## config.mk

```make
export PLATFORM = sky130hd
export DESIGN_NAME = spiq_host_ctrl
export DESIGN_NICKNAME = d
export VERILOG_FILES = /design/src/rtl/spiq_pkg.sv /design/src/rtl/spiq_datapath.sv /design/src/rtl/spiq_control.sv /design/src/rtl/spiq_host_ctrl.sv
export SDC_FILE = /design/constraint.sdc
export NUM_CORES = 2
export LEC_CHECK = 0
export ABC_AREA = 0
export CAP_MARGIN = 20
export CORE_AREA = 2 2 328 330
export CTS_CLUSTER_SIZE = 20
export DETAILED_ROUTE_END_ITERATION = 6
export DIE_AREA = 0 0 330 332
export SLEW_MARGIN = 5
export SYNTH_ARGS = -nofsm -noshare
export SYNTH_HDL_FRONTEND = slang
export SYNTH_HIERARCHICAL = 1
export SYNTH_SLANG_ARGS = --single-unit
```

## constraint.sdc

```tcl
create_clock -name clk -period 3.9 [get_ports clk]
set_input_delay 0.78 -clock clk [delete_from_list [all_inputs] [get_ports clk]]
set_output_delay 0.78 -clock clk [all_outputs]
set_load 0.01 [all_outputs]
```

## src/rtl/spiq_pkg.sv

```systemverilog
package spiq_pkg;
  typedef enum logic [2:0] {
    SEL_ADDR  = 3'd0,
    SEL_DATA  = 3'd1,
    SEL_CTRL  = 3'd2,
    SEL_QUEUE = 3'd3,
    SEL_STAT  = 3'd4
  } regSel_e;

  // control -> datapath strobes
  typedef struct packed {
    logic addrLoad;
    logic addrInc;
    logic ramWr;
    logic rxWr;
  } dpStrobe_t;
endpackage

```

## src/rtl/spiq_datapath.sv

```systemverilog
module spiq_datapath
  import spiq_pkg::*;
#(
  parameter int DATA_W = 16,
  parameter int CMD_W  = 8,
  parameter int DEPTH  = 16
) (
  input  logic                           clk,
  input  logic                           rstN,
  input  dpStrobe_t                      strobe,
  input  logic [DATA_W-1:0]              cpuWdata,
  input  logic [$clog2(DEPTH)-1:0]       enginePtr,
  input  logic [DATA_W-1:0]              rxWord,
  output logic [$clog2(3*DEPTH)-1:0]     addr,
  output logic [DATA_W-1:0]              ramRdata,
  output logic [DATA_W-1:0]              txWord,
  output logic [CMD_W-1:0]               cmdByte
);
  localparam int PTR_W  = $clog2(DEPTH);
  localparam int ADDR_W = $clog2(3*DEPTH);
  localparam int REG_W  = ADDR_W - PTR_W;
  localparam int LAST   = 3*DEPTH - 1;
  localparam logic [REG_W-1:0] RG_TX = REG_W'(0);
  localparam logic [REG_W-1:0] RG_RX = REG_W'(1);

  logic [DATA_W-1:0] txMem  [DEPTH];
  logic [DATA_W-1:0] rxMem  [DEPTH];
  logic [CMD_W-1:0]  cmdMem [DEPTH];

  logic [REG_W-1:0] region;
  logic [PTR_W-1:0] idx;
  assign region = addr[ADDR_W-1:PTR_W];
  assign idx    = addr[PTR_W-1:0];

  always_ff @(posedge clk or negedge rstN) begin
    if (!rstN)                addr <= '0;
    else if (strobe.addrLoad) addr <= cpuWdata[ADDR_W-1:0];
    else if (strobe.addrInc)  addr <= (addr == ADDR_W'(LAST)) ? '0 : addr + 1'b1;
  end

  always_ff @(posedge clk or negedge rstN) begin
    if (!rstN) begin
      for (int i = 0; i < DEPTH; i++) begin
        txMem[i]  <= '0;
        rxMem[i]  <= '0;
        cmdMem[i] <= '0;
      end
    end else begin
      if (strobe.ramWr) begin
        case (region)
          RG_TX:   txMem[idx]  <= cpuWdata;
          RG_RX:   rxMem[idx]  <= cpuWdata;
          default: cmdMem[idx] <= cpuWdata[CMD_W-1:0];
        endcase
      end
      if (strobe.rxWr) rxMem[enginePtr] <= rxWord;
    end
  end

  always_comb begin
    case (region)
      RG_TX:   ramRdata = txMem[idx];
      RG_RX:   ramRdata = rxMem[idx];
      default: ramRdata = {{(DATA_W-CMD_W){1'b0}}, cmdMem[idx]};
    endcase
  end

  assign txWord  = txMem[enginePtr];
  assign cmdByte = cmdMem[enginePtr];

  p_addr_range_r1: assert property (@(posedge clk) disable iff (!rstN)
    addr <= ADDR_W'(LAST));

  p_addr_wrap_r2: assert property (@(posedge clk) disable iff (!rstN)
    (strobe.addrInc && !strobe.addrLoad && addr == ADDR_W'(LAST)) |=> addr == '0);

  p_rx_store_r8: assert property (@(posedge clk) disable iff (!rstN)
    strobe.rxWr |=> rxMem[$past(enginePtr)] == $past(rxWord));
endmodule

```

## src/rtl/spiq_control.sv

```systemverilog
module spiq_control
  import spiq_pkg::*;
#(
  parameter int DATA_W = 16,
  parameter int DEPTH  = 16
) (
  input  logic                       clk,
  input  logic                       rstN,
  input  logic                       busValid,
  input  logic                       busWrite,
  input  logic [2:0]                 busSel,
  input  logic [DATA_W-1:0]          busWdata,
  output logic [DATA_W-1:0]          busRdata,
  output logic                       busReady,
  output logic                       busErr,
  input  logic [$clog2(3*DEPTH)-1:0] addr,
  input  logic [DATA_W-1:0]          ramRdata,
  input  logic                       cmdDone,
  output dpStrobe_t                  strobe,
  output logic                       running,
  output logic [$clog2(DEPTH)-1:0]   ptr,
  output logic                       irq
);
  localparam int PTR_W  = $clog2(DEPTH);
  localparam int ADDR_W = $clog2(3*DEPTH);
  localparam int LAST   = 3*DEPTH - 1;
  localparam logic [ADDR_W-1:0] CMD_BASE = ADDR_W'(2*DEPTH);

  logic wrAcc, rdData, waitPend, addrErr, wcolHit, wcolErr;
  logic abortTry, abortErr, abortSet, ctrlWr, statWr, doneEvt, lastCmd, finSet;
  logic wrapMode, haltReq, finFlag, abrtFlag, wcolFlag, lockOut, wcolErrEn, abrtErrEn;
  logic [2:0] irqEn;
  logic [PTR_W-1:0] startIdx, endIdx;

  assign wrAcc    = busValid & busWrite;
  assign rdData   = busValid & ~busWrite & (busSel == SEL_DATA);
  assign busReady = ~rdData | waitPend;
  assign addrErr  = wrAcc & (busSel == SEL_ADDR) & (busWdata > DATA_W'(LAST));
  assign wcolHit  = wrAcc & (busSel == SEL_DATA) & running & (addr == CMD_BASE + ADDR_W'(ptr));
  assign wcolErr  = wcolHit & wcolErrEn;
  assign abortTry = wrAcc & (busSel == SEL_CTRL) & ~busWdata[0] & running;
  assign abortErr = abortTry & abrtErrEn;
  assign busErr   = addrErr | wcolErr | abortErr;
  assign ctrlWr   = wrAcc & (busSel == SEL_CTRL) & ~abortErr;
  assign abortSet = ctrlWr & ~busWdata[0] & running & ~lockOut;
  assign statWr   = wrAcc & (busSel == SEL_STAT);
  assign doneEvt  = cmdDone & running;
  assign lastCmd  = (ptr == endIdx) | haltReq;
  assign finSet   = doneEvt & lastCmd;

  always_comb begin
    strobe.addrLoad = wrAcc & (busSel == SEL_ADDR) & ~addrErr;
    strobe.ramWr    = wrAcc & (busSel == SEL_DATA) & ~wcolErr;
    strobe.addrInc  = strobe.ramWr | (rdData & waitPend);
    strobe.rxWr     = doneEvt;
  end

  always_ff @(posedge clk or negedge rstN) begin
    if (!rstN) waitPend <= 1'b0;
    else       waitPend <= rdData & ~waitPend;
  end

  // queue sequencer
  always_ff @(posedge clk or negedge rstN) begin
    if (!rstN) begin
      running  <= 1'b0;
      wrapMode <= 1'b0;
      haltReq  <= 1'b0;
      ptr      <= '0;
      startIdx <= '0;
      endIdx   <= '0;
    end else begin
      if (doneEvt) begin
        if (lastCmd) begin
          ptr     <= startIdx;
          haltReq <= 1'b0;
          if (haltReq || !wrapMode) running <= 1'b0;
        end else begin
          ptr <= ptr + 1'b1;
        end
      end
      if (ctrlWr) begin
        wrapMode <= busWdata[1];
        haltReq  <= busWdata[2];
        if (busWdata[0] && !running) begin
          running <= 1'b1;
          ptr     <= startIdx;
        end else if (!busWdata[0] && running && !lockOut) begin
          running <= 1'b0;
        end
      end
      if (wrAcc && busSel == SEL_QUEUE) begin
        startIdx <= busWdata[PTR_W-1:0];
        endIdx   <= busWdata[4 +: PTR_W];
      end
    end
  end

  // sticky flags and policy bits
  always_ff @(posedge clk or negedge rstN) begin
    if (!rstN) begin
      finFlag   <= 1'b0;
      abrtFlag  <= 1'b0;
      wcolFlag  <= 1'b0;
      irqEn     <= '0;
      wcolErrEn <= 1'b0;
      abrtErrEn <= 1'b0;
      lockOut   <= 1'b0;
    end else begin
      finFlag  <= (finFlag  & ~(statWr & busWdata[0])) | finSet;
      abrtFlag <= (abrtFlag & ~(statWr & busWdata[1])) | abortSet;
      wcolFlag <= (wcolFlag & ~(statWr & busWdata[2])) | wcolHit;
      if (statWr) begin
        irqEn     <= busWdata[6:4];
        wcolErrEn <= busWdata[8];
        abrtErrEn <= busWdata[9];
        lockOut   <= busWdata[10];
      end
    end
  end

  assign irq = |({wcolFlag, abrtFlag, finFlag} & irqEn);

  always_comb begin
    busRdata = '0;
    case (busSel)
      SEL_ADDR:  busRdata = DATA_W'(addr);
      SEL_DATA:  busRdata = ramRdata;
      SEL_CTRL:  busRdata[2:0] = {haltReq, wrapMode, running};
      SEL_QUEUE: begin
        busRdata[PTR_W-1:0]  = startIdx;
        busRdata[4 +: PTR_W] = endIdx;
        busRdata[8 +: PTR_W] = ptr;
      end
      SEL_STAT:  busRdata[10:0] = {lockOut, abrtErrEn, wcolErrEn, 1'b0, irqEn,
                                   1'b0, wcolFlag, abrtFlag, finFlag};
      default:   busRdata = '0;
    endcase
  end

  p_rd_wait_r3: assert property (@(posedge clk) disable iff (!rstN)
    (rdData && busReady) |-> $past(rdData));

  p_wcol_flag_r5: assert property (@(posedge clk) disable iff (!rstN)
    wcolHit |=> wcolFlag);

  p_abort_refused_r6: assert property (@(posedge clk) disable iff (!rstN)
    (abortErr && !cmdDone) |=> running);

  p_lockout_r7: assert property (@(posedge clk) disable iff (!rstN)
    (abortTry && lockOut && !cmdDone) |=> (running && !$rose(abrtFlag)));

  p_finish_end_r9: assert property (@(posedge clk) disable iff (!rstN)
    (doneEvt && ptr == endIdx) |=> finFlag);

  p_wrap_runs_r10: assert property (@(posedge clk) disable iff (!rstN)
    (doneEvt && wrapMode && !haltReq && !wrAcc) |=> running);

  p_halt_stop_r11: assert property (@(posedge clk) disable iff (!rstN)
    (doneEvt && haltReq && !wrAcc) |=> (!running && !haltReq && finFlag));
endmodule

```

## src/rtl/spiq_host_ctrl.sv

```systemverilog
module spiq_host_ctrl
  import spiq_pkg::*;
#(
  parameter int DATA_W = 16,
  parameter int CMD_W  = 8,
  parameter int DEPTH  = 16
) (
  input  logic                     clk,
  input  logic                     rstN,
  input  logic                     busValid,
  input  logic                     busWrite,
  input  logic [2:0]               busSel,
  input  logic [DATA_W-1:0]        busWdata,
  output logic [DATA_W-1:0]        busRdata,
  output logic                     busReady,
  output logic                     busErr,
  input  logic                     cmdDone,
  input  logic [DATA_W-1:0]        rxWord,
  output logic                     runActive,
  output logic [$clog2(DEPTH)-1:0] qPtr,
  output logic [DATA_W-1:0]        txWord,
  output logic [CMD_W-1:0]         cmdByte,
  output logic                     irq
);
  localparam int ADDR_W = $clog2(3*DEPTH);

  dpStrobe_t         strobe;
  logic [ADDR_W-1:0] addr;
  logic [DATA_W-1:0] ramRdata;

  spiq_control #(.DATA_W(DATA_W), .DEPTH(DEPTH)) uCtrl (
    .clk(clk), .rstN(rstN),
    .busValid(busValid), .busWrite(busWrite), .busSel(busSel), .busWdata(busWdata),
    .busRdata(busRdata), .busReady(busReady), .busErr(busErr),
    .addr(addr), .ramRdata(ramRdata), .cmdDone(cmdDone),
    .strobe(strobe), .running(runActive), .ptr(qPtr), .irq(irq)
  );

  spiq_datapath #(.DATA_W(DATA_W), .CMD_W(CMD_W), .DEPTH(DEPTH)) uDp (
    .clk(clk), .rstN(rstN), .strobe(strobe), .cpuWdata(busWdata),
    .enginePtr(qPtr), .rxWord(rxWord), .addr(addr), .ramRdata(ramRdata),
    .txWord(txWord), .cmdByte(cmdByte)
  );
endmodule

```

After elaboration in Yosys (flattened, before gate mapping)
Cells that the tools add are included.

Add/sub/neg operators: 3. $lt $le $gt $ge: 5. Equal/unequal tests: 8. Muxes and demuxes: 49. Bitwise gates (word level): 53. Reductions and logical operators: 21.

Operators with widths (count): $bwmux W256 (3); $mux W256 (3); $bmux W16 S4 (3); $bwmux W128 (1); $demux W16 S4 (2); $mux W16 (8); $bmux W8 S4 (2); $mux W8 (5); $demux W8 S4 (1); $pmux W16 S2 (1); $pmux W8 S4 (1); $and A1 B1 Y1 (30); $mux W4 (5); $mux W6 (3); $gt A16 B6 Y1 const B (1); $pmux W3 S5 (1); $not A1 Y1 (12); $ge A5 B5 Y1 const B (2); $lt A5 B1 Y1 const B (2); $not A4 Y5 (2); $mux W1 (9); $or A1 B1 Y1 (8); $add A6 B1 Y6 const B (1); $add A6 B4 Y6 const A (1); other kinds (19) (32).

Bits in registers: 671. Input bits: 40. Output and inout bits: 48. Logic and storage cells: 202.

Logic depth before layout (Yosys ltp)
Word-level depth: 11. Depth in mapped cells: 14. Gate-level depth less buffers: 9.

Hierarchy
The synthesis kept the hierarchy.

Modules (own cells, without submodules): spiq_datapath (times used 1, cells each 2727, area each 35163.7 um^2, seq. area each 16165.5 um^2); spiq_control (times used 1, cells each 186, area each 1755.4 um^2, seq. area each 625.6 um^2).

Least setup slack after synthesis
OpenSTA, ideal clock, no wires.

Path type: reg2out. Start: register uDp.addr[0]. End: output busRdata[1]. Data arrival time: 2370 ps. Data required time: 3120 ps. Setup slack: 750 ps. Stages on the path, launching flop included: 12. Path buffers: 3. Path through: dfrtp_1 buf_2 buf_6 buf_6 mux4_2 mux4_2 nand2_1 o41ai_2 mux2i_1 nor2_1 a31oi_1 o22ai_1.

Word-level cells in the longest chain between the ends: 6. Elaborated cells between the ends (all ways): 12. Classes of those cells: 11 x mux; 1 x bitwise.

RTL lines: from (decl) (RTL line spiq_datapath.sv:14) `output logic [$clog2(3*DEPTH)-1:0] addr,`; from (signal assigned) (RTL line spiq_datapath.sv:37) `else if (strobe.addrLoad) addr <= cpuWdata[ADDR_W-1:0];`; from (signal assigned) (RTL line spiq_datapath.sv:38) `else if (strobe.addrInc) addr <= (addr == ADDR_W'(LAST)) ? '0 : addr + 1'b1;`; $not A4 Y5 (not written as such) * (RTL line spiq_datapath.sv:62, spiq_datapath.sv:63, spiq_datapath.sv:64); $bmux W8 S4, or another cell as far along (RTL line spiq_datapath.sv:64) `default: ramRdata = {{(DATA_W-CMD_W){1'b0}}, cmdMem[idx]};`; $mux W8 (not written as such), or another cell as far along (2 in series) (RTL line spiq_datapath.sv:64); $pmux W16 S2 * (RTL line spiq_datapath.sv:61) `case (region)`; named net ramRdata[1] (RTL line spiq_host_ctrl.sv:29) `logic [DATA_W-1:0] ramRdata;`; $pmux W3 S5 * (RTL line spiq_control.sv:126) `case (busSel)`; to (decl) (RTL line spiq_host_ctrl.sv:14) `output logic [DATA_W-1:0] busRdata,`.

The timed path passes the listed nets; every way through them passes the cells marked *. The select of a mux whose other input is x is not followed.

Worst setup path after layout
Same ends and word-level chain as after synthesis.

==> summary.txt <==
Min Tclk post-route -> 4.190 ns
Critical path cell sequence -> buf_16 > buf_6 > mux4_2 > mux4_2 > nand2_2 > o41ai_2 > mux2i_1 > nor2_1 > a31oi_1 > o22ai_2 > buf_2
Die ar. -> 109,600 µm²
Synth Warn # -> 6
DIE HEIGHT -> 332 µm
Final ANT Viol Nets -> 0
WL/cell -> 26.37 µm
Tot Pwr -> 23,300 µW
Final WS setup -> -0.2903 ns
Period utilization -> 107.4%
# DRC -> 6
Achievable frequency -> 238.6 MHz
CTS buffer count -> 77
Critical path peak fanout -> 5
Hold Path Class -> in -> async
Post-synthesis simple-gate area fraction -> 5.927%
Max_slew headroom -> 22.34%
CP Data Arrival Time -> 3.41 ns
Vias -> 25,510
Complex-gate fraction of the synthesized area -> 6.693%
Layout Nets -> 3,082
Chip width -> 330 µm
XOR/XNOR share of the synthesized area -> 0.2779%
Starting Density -> 34.73%
Synthesized cell area -> 36,920 µm²
TritonCTS clock tree -> done
Clock skew -> 0.07087 ns
Share of the synthesized area in the top cell type -> 45.48%
Vias in the first global route -> 25,420
Synth top area cells -> dfrtp_1 45%, mux4_2 14%, mux2_2 12%
Adder and majority cell fraction of the synthesized area -> 0.1695%
Post-synthesis sequential area ratio -> 45.48%
RePlAce Congestion -> 0.8454
Synth unique cells -> 63
Port buffer count -> 87
Fillers -> 9,863
First-pass GRT wire length -> 176,600 µm
Largest net degree at the start of global routing -> 93
Max-slew violations -> 0
Crit-path leading delay family -> multiplexers
Skew-Pair Late Insertion Delay -> 0.67 ns
#FFs+latches synth -> 671
Gr ovfl total -> 0
Register Area -> 16,810 µm²
EDFF count, synth -> 0
Slew @ Worst Pin -> 1.165 ns
Count of buffer and inverter cells on the critical path -> 3
Worst EP required -> 3.12 ns
Final Cell Area -> 44,260 µm²
Flop-to-flop setup slack -> 0.49 ns
Final Hold Vio Count -> 0
Core area -> 106,300 µm²
Status -> finished with violations
Lkg Pwr -> 0.01965 µW
Power per standard cell area -> 526.5 nW/µm²
Gate Count Post-Synth -> 2,913
Commonest non-fill, non-tap cells in the layout -> 664 x dfrtp_1, 398 x mux2_2, 390 x mux2i_1
Most common cell after layout, fill and taps aside -> dfrtp_1
Critical Path End Type -> primary output
Worst path slowest cell -> mux4_2
RSZ-0062 raised after global routing -> yes
Critical path class -> reg -> out
Final WL -> 118,500 µm
CTS root buf -> clkbuf_16
Synth Flop Type -> dfrtp_1
Row count -> 120
DRT iter0 DRCs -> 2,068
Failing checks -> DRC, setup timing
Layout cells sized above 1 -> 38.00%
P&R area growth vs syn -> 19.88%
Syn avg cell area -> 12.67 µm²
Placed inst area -> 40,390 µm²
CP Launch Type -> flop
Fraction of registers with async set/reset -> 100.0%
First-pass DRT Iterations -> 7
Diodes inserted -> 0
Number of antenna violations at the first check in global routing -> 7
Critical path's most frequent cell -> mux4_2
# H-tree levels -> 3
Final setup violation count -> 16
Pre-CTS WS -> -0.3843 ns
Clock sinks -> 671
Net Count, Synth -> 2,958
Clock transition at path regs -> 0.06 ns
CP max stage delay -> 0.56 ns
Vias/cell -> 5.675
I/O pin cnt -> 88
Max-cap check violation count -> 0
Maximum VDD drop -> 0.3239 mV
Detailed Place HPWL -> 73,680 µm
Hold Buf Count CTS -> 0
Max Buffers Root-to-Sink -> 3
Portion of netlist area occupied by mux cells -> 37.52%
Multi-input logic area -> 19,250 µm²
Largest family of logic cells by synthesized area -> multiplexers
Area leader, netlist -> dfrtp_1
Gr usage total -> 21.57%
==> metrics by stage <==
step	utilization, %	std cells	hold slack, ns	setup TNS, ns
floorplan	-	2913	0.4730	0
global placement	37.99	4319	0.5021	-27.97
detailed placement	37.99	4319	0.5076	-28.99
CTS	41.51	4494	0.1640	-3.292
global route	41.63	4495	0.1849	-4.177
finish	41.63	4495	0.1400	-3.014
==> cells in the mapped netlist, types with 16 or more instances <==
cell      instances
mux2i_1         392
buf_4            27
mux4_2          232
a22o_1           16
mux2_2          409
o21ai_0         111
a22oi_1          41
nor2b_1          17
clkbuf_1        168
a21oi_1         182
nand3_1          22
nor2_1          197
dfrtp_1         671
a221oi_1         16
nand2_1         153
buf_1            31
o22ai_1          19
buf_2            53
nor2_2           16
buf_6            17
==> worst reg2reg max path: cells and delay by family (launching register included) <==
kind / cells / cell delay (ns)
AOI/OAI and AO/OA: 1 / 0.09
xor gates and xnor gates: 1 / 0.15
DFF: 1 / 0.55
and+or+nand+nor: 6 / 1.35
buffers and inverters: 5 / 0.82
muxes: 1 / 0.26
==> state kept, by name (all words and copies together), names as in the netlist, 3 cells and up <==
name and flops:
uCtrl/ptr 4, uDp/rxMem 256, uDp/addr 6, uDp/txMem 256
uDp/cmdMem 128, uCtrl/irqEn 3, uCtrl/endIdx 4, uCtrl/startIdx 4
==> power breakdown <==
part | internal (µW) | switching [µW]
sequential | 7770 | 654
combinational | 3780 | 3840
clock | 4170 | 3090
total | 15700 | 7580
==> path summary, 6_finish.rpt <==
check / startpoint / to / cells after the start
setup / recovery: uDp/addr[0] / busRdata[1] / 11
hold / removal: rstN / uDp/cmdMem[114] / 1
setup reg to reg: uDp/addr[0] / uDp/rxMem[80] / 14
hold reg to reg: uDp/txMem[24] / uDp/txMem[24] / 1
max in group asynchronous: rstN / uDp/rxMem[156] / 2
min in group clk: uDp/txMem[24] / uDp/txMem[24] / 1
==> timing repair <==
item / in CTS / in global routing
endpoints found under the setup margin: 39 / 19
setup buffers: 39 / 9
cloned: 11 / 0
gates resized for setup: 231 / 39
pin swaps: 55 / 31
==> cells by family (layout without fill, tap and decap cells) <==
| kind of cell | count (synthesis) | after routing |
|---|---|---|
| buf+inv | 308 | 487 |
| flops | 671 | 671 |
| mux | 1041 | 1041 |
| compound gates | 412 | 412 |
| xor+xnor | 10 | 10 |
| simple gates | 466 | 466 |
| fa+ha+maj | 5 | 5 |
==> routing by layer <==
layer	track usage, %	share of wire [%]
met4	6.470	2.7
met1	30.64	44
met2	33.32	46
met3	4.193	6.5
met5	0	0.071
==> area by class of cell <==
cell class,instances,share of cell area [%]
clock buffer,114,4.916
clock inverter,20,0.6926
inverter,12,0.1018
multi-input combinational,1934,43.50
sequential,671,37.98
tap,1403,3.966
timing repair buffer,341,8.846
Power figures use the tool's default switching activity.
